### src/rtl/pgwalk_pkg.sv
package pgwalk_pkg;
    localparam int VA_W    = 39;
    localparam int PA_W    = 56;
    localparam int OFF_W   = 12;
    localparam int IDX_W   = 9;
    localparam int LEVELS  = 3;
    localparam int PPN_W   = PA_W - OFF_W;
    localparam int PTE_W   = 64;
    localparam int PPN_LSB = 10;
    localparam int ENT_SH  = 3;
    localparam int VPN_W   = IDX_W * LEVELS;
    localparam int LVL_W   = $clog2(LEVELS);

    typedef enum logic [1:0] {
        ACC_READ  = 2'd0,
        ACC_WRITE = 2'd1,
        ACC_EXEC  = 2'd2
    } acc_e;

    typedef enum logic [1:0] {
        ST_IDLE,
        ST_ISSUE,
        ST_WAIT,
        ST_RESP
    } walk_st_e;

    typedef enum logic [1:0] {
        CLS_FAULT,
        CLS_NEXT,
        CLS_LEAF
    } ent_cls_e;

    typedef struct packed {
        logic             vld;
        logic             rd;
        logic             wr;
        logic             ex;
        logic [PPN_W-1:0] ppn;
    } ent_fields_t;

    function automatic ent_fields_t ent_unpack(input logic [PTE_W-1:0] raw);
        ent_fields_t f;
        f.vld = raw[0];
        f.rd  = raw[1];
        f.wr  = raw[2];
        f.ex  = raw[3];
        f.ppn = raw[PPN_LSB +: PPN_W];
        return f;
    endfunction

    function automatic logic acc_allowed(input ent_fields_t f, input logic [1:0] acc);
        case (acc)
            ACC_READ:  return f.rd;
            ACC_WRITE: return f.wr;
            ACC_EXEC:  return f.ex;
            default:   return 1'b0;
        endcase
    endfunction
endpackage

### src/rtl/pgwalk_addr.sv
module pgwalk_addr
    import pgwalk_pkg::*;
(
    input  logic [PPN_W-1:0] tbl_ppn,
    input  logic [VPN_W-1:0] vpn,
    input  logic [LVL_W-1:0] level,
    output logic [PA_W-1:0]  ent_addr
);
    logic [IDX_W-1:0] idx_slice [LEVELS];
    logic [IDX_W-1:0] idx_sel;

    for (genvar g = 0; g < LEVELS; g++) begin : g_slice
        assign idx_slice[g] = vpn[g*IDX_W +: IDX_W];
    end

    always_comb begin
        idx_sel = '0;
        for (int i = 0; i < LEVELS; i++) begin
            if (level == LVL_W'(i)) idx_sel = idx_slice[i];
        end
    end

    assign ent_addr = {tbl_ppn, {OFF_W{1'b0}}}
                    + PA_W'({idx_sel, {ENT_SH{1'b0}}});
endmodule

### src/rtl/pgwalk_ent_check.sv
module pgwalk_ent_check
    import pgwalk_pkg::*;
(
    input  logic [PTE_W-1:0] raw,
    input  logic [1:0]       acc,
    input  logic             last_lvl,
    output ent_cls_e         cls,
    output logic [PPN_W-1:0] ppn
);
    ent_fields_t f;
    logic        is_leaf;

    assign f       = ent_unpack(raw);
    assign is_leaf = f.rd | f.wr | f.ex;
    assign ppn     = f.ppn;

    always_comb begin
        if (!f.vld)                    cls = CLS_FAULT;
        else if (!is_leaf)             cls = last_lvl ? CLS_FAULT : CLS_NEXT;
        else if (!last_lvl)            cls = CLS_FAULT;
        else if (acc_allowed(f, acc))  cls = CLS_LEAF;
        else                           cls = CLS_FAULT;
    end
endmodule

### src/rtl/pgwalk_top.sv
module pgwalk_top
    import pgwalk_pkg::*;
(
    input  logic             clk,
    input  logic             rst,
    input  logic             ctl_en,
    input  logic [43:0]      ctl_root_ppn,
    input  logic             req_valid,
    output logic             req_ready,
    input  logic [63:0]      req_vaddr,
    input  logic [1:0]       req_acc,
    output logic             rsp_valid,
    output logic             rsp_fault,
    output logic [55:0]      rsp_paddr,
    output logic             mem_req_valid,
    input  logic             mem_req_ready,
    output logic [55:0]      mem_req_addr,
    input  logic             mem_rsp_valid,
    input  logic [63:0]      mem_rsp_data
);
    walk_st_e         st;
    logic [LVL_W-1:0] lvl;
    logic [PPN_W-1:0] tbl_ppn;
    logic [VPN_W-1:0] vpn_q;
    logic [OFF_W-1:0] off_q;
    logic [1:0]       acc_q;
    logic             fault_q;
    logic [PA_W-1:0]  pa_q;
    ent_cls_e         cls;
    logic [PPN_W-1:0] ent_ppn;
    logic             accept;

    pgwalk_addr u_addr (
        .tbl_ppn  (tbl_ppn),
        .vpn      (vpn_q),
        .level    (lvl),
        .ent_addr (mem_req_addr)
    );

    pgwalk_ent_check u_check (
        .raw      (mem_rsp_data),
        .acc      (acc_q),
        .last_lvl (lvl == '0),
        .cls      (cls),
        .ppn      (ent_ppn)
    );

    assign req_ready     = (st == ST_IDLE);
    assign mem_req_valid = (st == ST_ISSUE);
    assign rsp_valid     = (st == ST_RESP);
    assign rsp_fault     = fault_q;
    assign rsp_paddr     = pa_q;
    assign accept        = req_valid && req_ready;

    always_ff @(posedge clk) begin
        if (rst) begin
            st      <= ST_IDLE;
            lvl     <= '0;
            tbl_ppn <= '0;
            vpn_q   <= '0;
            off_q   <= '0;
            acc_q   <= '0;
            fault_q <= 1'b0;
            pa_q    <= '0;
        end else begin
            case (st)
                ST_IDLE: if (accept) begin
                    vpn_q   <= req_vaddr[OFF_W +: VPN_W];
                    off_q   <= req_vaddr[OFF_W-1:0];
                    acc_q   <= req_acc;
                    lvl     <= LVL_W'(LEVELS - 1);
                    tbl_ppn <= ctl_root_ppn;
                    fault_q <= 1'b0;
                    if (ctl_en) begin
                        st <= ST_ISSUE;
                    end else begin
                        pa_q <= req_vaddr[PA_W-1:0];
                        st   <= ST_RESP;
                    end
                end
                ST_ISSUE: if (mem_req_ready) st <= ST_WAIT;
                ST_WAIT: if (mem_rsp_valid) begin
                    case (cls)
                        CLS_NEXT: begin
                            tbl_ppn <= ent_ppn;
                            lvl     <= lvl - 1'b1;
                            st      <= ST_ISSUE;
                        end
                        CLS_LEAF: begin
                            pa_q <= {ent_ppn, off_q};
                            st   <= ST_RESP;
                        end
                        default: begin
                            fault_q <= 1'b1;
                            pa_q    <= '0;
                            st      <= ST_RESP;
                        end
                    endcase
                end
                default: st <= ST_IDLE;
            endcase
        end
    end
endmodule

### config.mk
export PLATFORM = sky130hd
export DESIGN_NAME = pgwalk_top
export DESIGN_NICKNAME = d
export VERILOG_FILES = /design/src/rtl/pgwalk_pkg.sv /design/src/rtl/pgwalk_addr.sv /design/src/rtl/pgwalk_ent_check.sv /design/src/rtl/pgwalk_top.sv
export SDC_FILE = /design/constraint.sdc
export NUM_CORES = 1
export LEC_CHECK = 0
export ABC_AREA = 1
export BUFFER_PORTS_ARGS = -buffer_cell sky130_fd_sc_hd__buf_4
export CORE_MARGIN = 2
export CORE_UTILIZATION = 45
export CTS_BUF_LIST = sky130_fd_sc_hd__clkbuf_8
export DETAILED_ROUTE_END_ITERATION = 10
export GPL_TIMING_DRIVEN = 0
export PLACE_DENSITY = 0.79
export RECOVER_POWER = 25
export SLEW_MARGIN = 20
export SYNTH_ARGS = -nofsm -noshare
export SYNTH_HDL_FRONTEND = slang
export SYNTH_SLANG_ARGS = --single-unit
### constraint.sdc
create_clock -name clk -period 2.7 [get_ports clk]
set_input_delay 0.135 -clock clk [delete_from_list [all_inputs] [get_ports clk]]
set_output_delay 0.135 -clock clk [all_outputs]
set_load 0.01 [all_outputs]
==> impl_metrics.csv, run 1 <==
group,metric,value,unit
clock_tree,cts_tree,"built",
placement,place_area,9660,µm²
timing,report.final.hold_viol_count,0,
floorplanning,start_util,46.2,%
worst_setup_path,critPathSlowestCell,"clkbuf_1",
clock_tree,clock_latency,460,ps
worst_setup_path,crit_fanout,10,
worst_setup_path,path_class,"flip-flop to flip-flop",
worst_setup_path,crit-reg2reg-launch,"lvl[0]",
worst_setup_path,r2r_cells,12,
clock_tree,post_cts_buffers,0,
min_path,min-delay-path-class,"primary input to flip-flop",
layout,postLayoutCellArea,10400,µm²
clock_tree,cts.sinks,146,
timing,slew_viol_final,0,
yosys,yosys_warnings,0,
clock_tree,cts_buffers,17,
detailed_routing,drc,0,
timing,finalCritPeriodShare,92.6,%
yosys,ys_seq_area_share,39.7,%
run,max-cap-violations,0,
layout,final_nets,1707,
power,leakage,5.01,nW
timing,finalCriticalPeriod,2500,ps
placement,place_congestion,0.926,
placement,dp_hpwl,18900,µm
layout,areaGrowthSynthToFinish,41.7,%
clock_tree,htreeDepth,4,
timing,relSlewSlack,56.8,%
worst_setup_path,crit_required,3100,ps
yosys,synth-seq-cells,146,
status,status,"completed",
worst_setup_path,worst_ep_arrival_time,2900,ps
timing,worst_pin_slew,648,ps
timing,finalSetupViolCount,0,
worst_setup_path,path_buf_inv,4,
worst_setup_path,slowest_delay,470,ps
floorplanning,die-area,17400,µm²
clock_tree,root_buffer,"clkbuf_8",
detailed_routing,via_count,8752,
global_routing,grt_max_degree,17,
floorplanning,die_x,132,µm
layout,drive_gt1_share,18.9,%
timing,fin_worst_skew,10.2,ps
floorplanning,rows,46,
global_routing,first_global_vias,8346,
worst_setup_path,path_delay_family,"buffers and inverters",
detailed_routing,drt_iter0_markers,560,
floorplanning,die_h,132,µm
detailed_routing,via_per_inst,5.00,
worst_setup_path,cp-end-kind,"flip-flop",
yosys,ys_types,25,
global_routing,antenna_found_initial,0,
min_path,hold_depth,5,
yosys,avgSynthCellArea,6.28,µm²
detailed_routing,wl_per_cell,15.0,µm
power,p_per_area,783,nW/µm²
detailed_routing,first_pass_iters,6,
placement,port-buffer-count,268,
min_path,min_from,"ctl_root_ppn[22]",
layout,fin_util,65.5,%
global_routing,grt_use_total,29.6,%
worst_setup_path,crit_path_cell_trace,"inv_1 -> ha_1 -> clkbuf_2 -> nand3_1 -> ha_1 -> nand3_1 -> nand2_1 -> nand3_2 -> inv_2 -> clkbuf_1 -> nor2_1 -> nor2_1",
worst_setup_path,cp-start-kind,"flip-flop",
floorplanning,io_pins,296,
floorplanning,coreArea,15900,µm²
global_routing,overflow,0,
worst_setup_path,cp.depth,12,
global_routing,grt_pass1_wl,41200,µm
yosys,syn-cell-area,7370,µm²
detailed_routing,drt-total-wl,26200,µm
timing,max_freq,0.400,GHz
worst_setup_path,crit_start,"lvl[0]",
clock_tree,cts_max_path_buffers,2,
timing,rsz0062_at_grt,"no",
clock_tree,clk_transition_reported_paths,80,ps
yosys,synthCells,1174,
timing,fin_tns_setup,0,ps
detailed_routing,ant_nets,0,
power,peakVddDrop,0.405,mV
path summary, 6_finish.rpt:
| check | to | slack, ps |
|---|---|---|
| max | tbl_ppn[3] | 200 |
| min | tbl_ppn[22] | 20 |
| max reg2reg | tbl_ppn[3] | 200 |
| min reg2reg | tbl_ppn[18] | 480 |
worst reg2reg max path: stages, from the launching register on:
cell and delay (ps):
dfxtp_1 380, inv_1 80, ha_1 220, clkbuf_2 200, nand3_1 140, ha_1 200, nand3_1 100, nand2_1 90
nand3_2 90, inv_2 260, clkbuf_1 470, nor2_1 90, nor2_1 120
cell usage in the layout, fill, tap and decap left out, types with 9 or more instances in the layout:
cell type      count
a21boi_0          17
a21boi_1          18
a21oi_1           51
buf_1             11
buf_2             23
buf_4            221
clkbuf_1          97
clkbuf_8          19
dfxtp_1          146
dlygate4sd3_1     59
inv_1             32
nand2_1          291
nand3_1           60
nand3b_1           9
nor2_1           351
o21ai_0           65
o21ai_1           24
what timing repair did:
action | 4_1_cts | 5_1_grt
endpoints found under the setup margin | 0 | 57
gates resized for setup | 0 | 10
hold buffers | 59 | 0
hold endpoints to repair | 55 | 0
Yosys cell counts:
cell	count	area [µm²]
nand2_1	291	1090
nand3_2	2	20.0
o21ai_1	24	120
o21a_1	1	7.51
clkbuf_1	38	143
buf_1	11	41.3
inv_2	5	18.8
nand3b_1	9	67.6
a21oi_1	51	255
conb_1	1	3.75
buf_4	17	128
clkinv_1	2	7.51
a21boi_1	18	135
buf_2	23	115
nor3_1	2	10.0
inv_1	31	116
dfxtp_1	146	2920
o21ai_0	65	325
a21boi_0	17	128
nor2_1	351	1320
nor2_2	1	6.26
ha_1	5	62.6
nand3_1	60	300
nor2_4	1	11.3
nand2_2	2	12.5
flip-flops by register name (all words and copies together), names as in the netlist:
name,count
rsp_fault,1
vpn_q,27
tbl_ppn,44
lvl,2
rsp_paddr,56
off_q,12
acc_q,2
st,2
power by group:
group          internal [mW]  total, mW  switching, mW
Clock                   1.04       1.89          0.853
Sequential              2.64       2.91          0.273
Combinational           1.31       3.38           2.07
Total                   4.99       8.18           3.19
cell type report:
| cell class | count | area, µm² |
|---|---|---|
| fillers | 1513 | 5500 |
| clock inverters | 12 | 164 |
| repair buffers | 327 | 2360 |
| clock buffers | 19 | 262 |
| flip-flops and latches | 146 | 2920 |
| multi-input cells | 903 | 3880 |
| well taps | 216 | 270 |
| plain buffers | 89 | 433 |
| diodes | 1 | 2.50 |
| inverters | 38 | 143 |
routing by layer:
metal  part of all wire, %  global-route usage (%)
met5                     0                       0
met4                   2.8                    12.4
met3                   8.6                    6.07
met2                    47                    50.2
met1                    41                    36.6
metrics by stage:
step / setup WS, ps / hold WS, ps / power (mW) / cells
5_1_grt: 13.1 / 27.6 / 8.71 / 1750
4_1_cts: 51.1 / 0.549 / 8.34 / 1750
3_3_place_gp: 133 / 313 / 6.33 / 1660
6_report: 199 / 18.6 / 8.18 / 1751
2_1_floorplan: 643 / 204 / 4.91 / 1176
3_5_place_dp: 88.2 / 315 / 6.38 / 1660
cells by family (layout without fill, tap and decap cells):
kind of cell	Yosys count	after routing	synth area share [%]
simple gates	719	719	38.5
other cells	1	4	0.0509
fa+ha+maj	5	5	0.849
flops	146	146	39.7
buf+inv	127	485	7.73
compound gates	176	176	13.2
Note: power is estimated with default switching activity, not from simulation.
==> run 2, diff against run 1 <==
--- a/config.mk
+++ b/config.mk
@@ -5,14 +5,13 @@
 export SDC_FILE = /design/constraint.sdc
 export NUM_CORES = 1
 export LEC_CHECK = 0
-export ABC_AREA = 1
 export BUFFER_PORTS_ARGS = -buffer_cell sky130_fd_sc_hd__buf_4
 export CORE_MARGIN = 2
 export CORE_UTILIZATION = 45
 export CTS_BUF_LIST = sky130_fd_sc_hd__clkbuf_8
 export DETAILED_ROUTE_END_ITERATION = 10
 export GPL_TIMING_DRIVEN = 0
-export PLACE_DENSITY = 0.79
+export PLACE_DENSITY = 0.8
 export RECOVER_POWER = 25
 export SLEW_MARGIN = 20
 export SYNTH_ARGS = -nofsm -noshare
==> run 2 against run 1 <==
Net effect: routed wire length rose by 8.7%; critical path depth fell by 1; via count fell by 4.7%; clock skew rose by 3.3 ps; final cell count fell by 17%; die area fell by 2.8%; cell area rose by 0.11%; clock power fell by 6%; combinational power fell by 44%; non-clock buffer count rose by 31.
==> impl_metrics.csv, run 2 <==
group,metric,value,unit
clock_tree,cts_tree,"built",
timing,fin_worst_skew,13.5,ps
min_path,hold_depth,3,
min_path,min-delay-path-class,"primary input to flip-flop",
global_routing,grt_pass1_wl,42600,µm
floorplanning,die-area,16900,µm²
yosys,synth_edf_count,0,
layout,fin_cells,1450,
min_path,min_to,"rsp_paddr[25]",
timing,rsz0062_at_grt,"no",
detailed_routing,ant_nets,0,
worst_setup_path,crit-reg2reg-launch,"lvl[0]",
run,max-cap-violations,0,
worst_setup_path,rrSetupSlack,80,ps
clock_tree,clock_latency,470,ps
layout,largest_reg_flops,56,
detailed_routing,via_per_inst,5.75,
worst_setup_path,crit_path_cell_trace,"inv_1 -> ha_2 -> nand2b_1 -> or4_4 -> inv_2 -> ha_4 -> and4bb_2 -> or2_4 -> buf_8 -> buf_8 -> a311oi_2",
yosys,synth_top_area_cell,"dfxtp_1",
yosys,yosysMostFrequentCell,"dfxtp_1",
layout,final_nets,1406,
clock_tree,htreeDepth,4,
timing,slew_viol_final,0,
detailed_routing,drt_iter0_markers,870,
yosys,ys_seq_area_share,40.8,%
worst_setup_path,cp-end-kind,"flip-flop",
placement,placed_cells,1337,
yosys,ys_types,36,
layout,areaGrowthSynthToFinish,46.0,%
layout,final_common_cell,"buf_4",
global_routing,antenna_found_initial,0,
worst_setup_path,cp-start-kind,"flip-flop",
min_path,min_from,"mem_rsp_data[23]",
worst_setup_path,critPathSlowestCell,"or4_4",
clock_tree,cts.sinks,146,
yosys,syn-cell-area,7160,µm²
worst_setup_path,worstReg2RegEnd,"rsp_paddr[44]",
timing,finalCritPeriodShare,97.2,%
global_routing,overflow,0,
floorplanning,io_pins,296,
detailed_routing,wl_per_cell,19.7,µm
yosys,synthTopCellsByArea,"dfxtp_1 41%, a311oi_2 8.4%, nor3_1 7.1%, a21oi_1 6.8%, nand2b_1 5.1%",
yosys,synthTopCellsByCount,"146 x dfxtp_1, 102 x nor3_1, 97 x a21oi_1, 94 x nand2_1",
status,status,"completed",
global_routing,grt_use_total,32.9,%
detailed_routing,first_pass_iters,5,
floorplanning,die_h,130,µm
layout,drive_gt1_share,27.5,%
timing,relSlewSlack,44.7,%
layout,diodes,0,
worst_setup_path,path_buf_inv,4,
timing,report.final.hold_viol_count,0,
power,peakVddDrop,0.334,mV
yosys,synth-seq-cells,146,
global_routing,first_global_vias,8024,
clock_tree,root_buffer,"clkbuf_8",
worst_setup_path,path_delay_family,"simple AND/OR/NAND/NOR gates",
layout,fillerInstances,1375,
worst_setup_path,r2r_cells,11,
power,leakage,4.05,nW
timing,finalCriticalPeriod,2620,ps
yosys,synthCells,852,
detailed_routing,drc,0,
global_routing,grt_max_degree,17,
detailed_routing,drt-total-wl,28500,µm
worst_setup_path,worst_ep_arrival_time,2980,ps
clock_tree,clk_transition_reported_paths,100,ps
detailed_routing,via_count,8343,
floorplanning,start_util,45.5,%
placement,place_congestion,0.899,
worst_setup_path,crit_required,3060,ps
worst_setup_path,path_class,"flip-flop to flip-flop",
worst_setup_path,crit_fanout,10,
worst_setup_path,slowest_delay,430,ps
floorplanning,coreArea,15700,µm²
yosys,async_reset_ff_share,0,%
placement,post-place-ws,-203,ps
floorplanning,die_x,130,µm
timing,finalSetupViolCount,0,
yosys,avgSynthCellArea,8.40,µm²
floorplanning,rows,46,
timing,max_freq,0.381,GHz
yosys,ys.flop_type,"dfxtp_1",
yosys,netlist.area_leader.share,40.8,%
power,p_per_area,595,nW/µm²
clock_tree,cts_buffers,17,
layout,final_cell_mix,"220 x buf_4, 144 x dfxtp_1, 120 x clkbuf_1, 98 x nor3_1, 97 x a21oi_1",
placement,port-buffer-count,267,
timing,layout_setup_ws,75.0,ps
yosys,yosys_warnings,0,
worst_setup_path,crit_start,"lvl[0]",
timing,worst_pin_slew,829,ps
worst_setup_path,path_common_cell,"buf_8",
clock_tree,cts_max_path_buffers,2,
placement,dp_hpwl,20200,µm
[run 2: logic make-up (layout without fill, tap and decap cells)]
logic type                 Yosys count  in the layout  synth area share, %
buffers and inverters              103            483                 7.40
AOI/OAI and AO/OA                  260            260                 26.5
other                                1              3               0.0524
DFF                                146            146                 40.8
and+or+nand+nor                    336            336                 24.2
adders and majority gates            5              5                0.874
muxes                                1              1                0.140
[run 2: final cells by class]
class	count	area (µm²)	area share (%)
Clock inverter	15	160	1.53
Sequential cell	146	2930	28.0
Multi-Input combinational cell	605	3760	36.0
Inverter	4	15.0	0.144
Timing Repair Buffer	348	2560	24.5
Tap cell	216	270	2.59
Buffer	99	529	5.06
Clock buffer	17	234	2.24
[run 2: layer usage]
metal	global-route usage [%]	vias up	part of all wire, %
met5	0	-	0
met2	55.8	518	48
met3	6.52	78	9.3
met1	41.2	3907	40
met4	13.3	0	3.3
li1	-	3840	-
[run 2: power by group]
part           total [mW]  switching, mW  internal [mW]
clock                1.78          0.946          0.830
combinational        1.90           1.05          0.840
sequential           2.54          0.149           2.39
[run 2: worst min-delay path: cells and delay by family]
family | cells | cell delay (ps)
and+or+nand+nor | 1 | 90
AOI/OAI and AO/OA | 1 | 90
buffers and inverters | 1 | 120
[run 2: per-stage QoR]
stage               setup TNS (ps)  total power [mW]  area [µm²]  hold WS [ps]  utilization, %
floorplan                        0              3.59        7160           271               -
global placement             -1920              4.39        9440           392            60.1
detailed placement           -4660              4.42        9440           402            60.1
CTS                          -9.11              6.25       10600         0.225            67.5
global route                     0              6.46       10500          16.6            66.5
finish                           0              6.21       10500          19.2            66.5
[run 2: timing repair]
action,in CTS,in global routing
endpoints found under the setup margin,56,91
endpoints found under the hold margin,96,0
setup buffers,0,5
gates cloned,0,1
hold buffers,75,0
pin swaps,0,3
resized for setup,6,15
[run 2: worst max path at each step]
stage | to | slack, ps | depth (start not counted)
CTS | tbl_ppn[7] | -9 | 10
global route | rsp_paddr[44] | 0.5 | 11
finish | rsp_paddr[44] | 80 | 11
floorplan | rsp_paddr[21] | 280 | 11
global placement | rsp_paddr[24] | -140 | 9
detailed placement | rsp_paddr[24] | -200 | 9
==> run 3, diff against run 2 <==
--- a/config.mk
+++ b/config.mk
@@ -12,7 +12,6 @@
 export DETAILED_ROUTE_END_ITERATION = 10
 export GPL_TIMING_DRIVEN = 0
 export PLACE_DENSITY = 0.8
-export RECOVER_POWER = 25
 export SLEW_MARGIN = 20
 export SYNTH_ARGS = -nofsm -noshare
 export SYNTH_HDL_FRONTEND = slang
==> run 3 against run 2 <==
Net effect: sequential cell count unchanged; final cell count unchanged; global-route usage stayed put; combinational power rose by 4%; critical endpoint unchanged; die area did not move; total power grew 1.5%; first-iteration DRC count decreased by 7.8%; worst hold slack worse by 2.7 ps; clock power about the same; critical path depth unchanged.
==> impl_metrics.csv, run 3 (synthesis results as in run 2) <==
group,metric,value,unit
worst_setup_path,crit_start,"lvl[0]",
clock_tree,cts_tree,"built",
worst_setup_path,path_delay_family,"simple AND/OR/NAND/NOR gates",
placement,place_congestion,0.899,
timing,report.final.hold_viol_count,0,
layout,final_cell_mix,"284 x buf_4, 144 x dfxtp_1, 98 x nor3_1, 97 x a21oi_1, 94 x nand2_1",
worst_setup_path,cp-end-kind,"flip-flop",
detailed_routing,wl_per_cell,19.6,µm
power,power.total,6.31,mW
power,internal_power,4.16,mW
worst_setup_path,crit_required,3060,ps
global_routing,grt_max_degree,17,
power,p_clk_share,28.2,%
floorplanning,die-area,16900,µm²
layout,areaGrowthSynthToFinish,49.4,%
timing,finalCriticalPeriod,2620,ps
floorplanning,rows,46,
global_routing,grt_use_total,32.9,%
clock_tree,cts.sinks,146,
floorplanning,die_h,130,µm
layout,final_common_cell,"buf_4",
clock_tree,cts_buffers,17,
detailed_routing,first_pass_iters,5,
timing,max_freq,0.382,GHz
global_routing,overflow,0,
status,status,"completed",
power,leakage,4.31,nW
floorplanning,die_x,130,µm
timing,rsz0062_at_grt,"no",
layout,final_nets,1406,
timing,finalCritPeriodShare,97.0,%
power,p_per_area,590,nW/µm²
worst_setup_path,path_common_cell,"buf_8",
power,p_sw_share,34.1,%
detailed_routing,drt_iter0_markers,802,
detailed_routing,drc,0,
worst_setup_path,cp-start-kind,"flip-flop",
timing,finalSetupViolCount,0,
clock_tree,root_buffer,"clkbuf_8",
detailed_routing,via_per_inst,5.74,
placement,dp_hpwl,20200,µm
run,max-cap-violations,0,
worst_setup_path,crit_fanout,10,
worst_setup_path,path_class,"flip-flop to flip-flop",
worst_setup_path,crit-reg2reg-launch,"lvl[0]",
min_path,min_from,"mem_rsp_data[23]",
worst_setup_path,critPathSlowestCell,"or4_4",
placement,post-place-ws,-203,ps
power,p_seq_share,40.3,%
floorplanning,coreArea,15700,µm²
detailed_routing,drt-total-wl,28400,µm
detailed_routing,via_count,8324,
global_routing,grt_pass1_wl,42600,µm
clock_tree,clk_transition_reported_paths,90,ps
floorplanning,io_pins,296,
clock_tree,htreeDepth,4,
global_routing,first_global_vias,8024,
power,pwr-share-comb,31.4,%
worst_setup_path,path_buf_inv,4,
worst_setup_path,slowest_delay,430,ps
worst_setup_path,crit_path_cell_trace,"inv_1 -> ha_2 -> nand2b_1 -> or4_4 -> inv_2 -> ha_4 -> and4bb_2 -> or2_4 -> buf_8 -> buf_8 -> a311oi_2",
timing,slew_viol_final,0,
clock_tree,clock_latency,470,ps
layout,diodes,0,
layout,largest_reg_flops,56,
global_routing,antenna_found_initial,0,
power,p_sw,2.15,mW
timing,fin_worst_skew,11.9,ps
worst_setup_path,worst_ep_arrival_time,2980,ps
min_path,min-delay-path-class,"primary input to flip-flop",
detailed_routing,ant_nets,0,
power,peakVddDrop,0.342,mV
timing,relSlewSlack,45.1,%
timing,worst_pin_slew,823,ps
clock_tree,cts_max_path_buffers,2,
floorplanning,start_util,45.5,%
timing,layout_setup_ws,79.8,ps
layout,drive_gt1_share,32.7,%
placement,port-buffer-count,267,
## run 3: metrics by stage
step | hold WS (ps) | instance area, µm² | instances | TNS, ps | utilization (%)
after floorplan | 271 | 7160 | 854 | 0 | -
after global placement | 392 | 9440 | 1337 | -1920 | 60.1
after detailed placement | 402 | 9440 | 1337 | -4660 | 60.1
after CTS | 0.225 | 10600 | 1444 | -9.11 | 67.5
after global routing | 16.6 | 10700 | 1450 | 0 | 68.1
final | 16.5 | 10700 | 1450 | 0 | 68.1
## run 3: power by group through the flow
stage               clock network, mW  registers (mW)  logic [mW]
finish                           1.78            2.54        1.98
CTS                              1.78            2.54        1.93
detailed placement                  0            2.58        1.84
global placement                    0            2.58        1.81
floorplan                           0            2.64       0.943
global route                     1.86            2.57        2.13
## run 3: worst min-delay path: cells and delay by family
family	cells	cell delay (ps)
buf+inv	1	130
simple gates	1	90
compound gates	1	90
## run 3: worst paths after layout
| kind | to | slack (ps) | depth (start not counted) |
|---|---|---|---|
| hold / removal | rsp_paddr[25] | 20 | 3 |
| setup reg to reg | rsp_paddr[44] | 80 | 11 |
| hold reg to reg | off_q[1] | 460 | 2 |
| setup / recovery | rsp_paddr[44] | 80 | 11 |
## run 3: what timing repair did
action                                  in CTS  in global routing
endpoints found under the setup margin      56                 91
resized for setup                            6                 15
endpoints found under the hold margin       96                  0
pin swaps                                    0                  3
gates cloned                                 0                  1
hold buffers                                75                  0
buffers inserted                             0                  5
## run 3: layout make-up
class	instances	area, µm²
tap	216	270
clock buffer	17	234
timing repair buffer	348	2800
multi-input combinational	605	3760
buffer	99	529
fill	1298	5020
clock inverter	15	160
sequential	146	2930
inverter	4	15.0
## run 3: metal layers
layer  wire (µm)  vias to the layer above  track usage (%)  share of wire [%]
met2       13700                      461             55.8                 48
met4         859                        0             13.3                3.0
met5           0                        -                0                  0
li1            -                     3845                -                  -
met3        2510                       68             6.52                8.8
met1       11300                     3950             41.2                 40
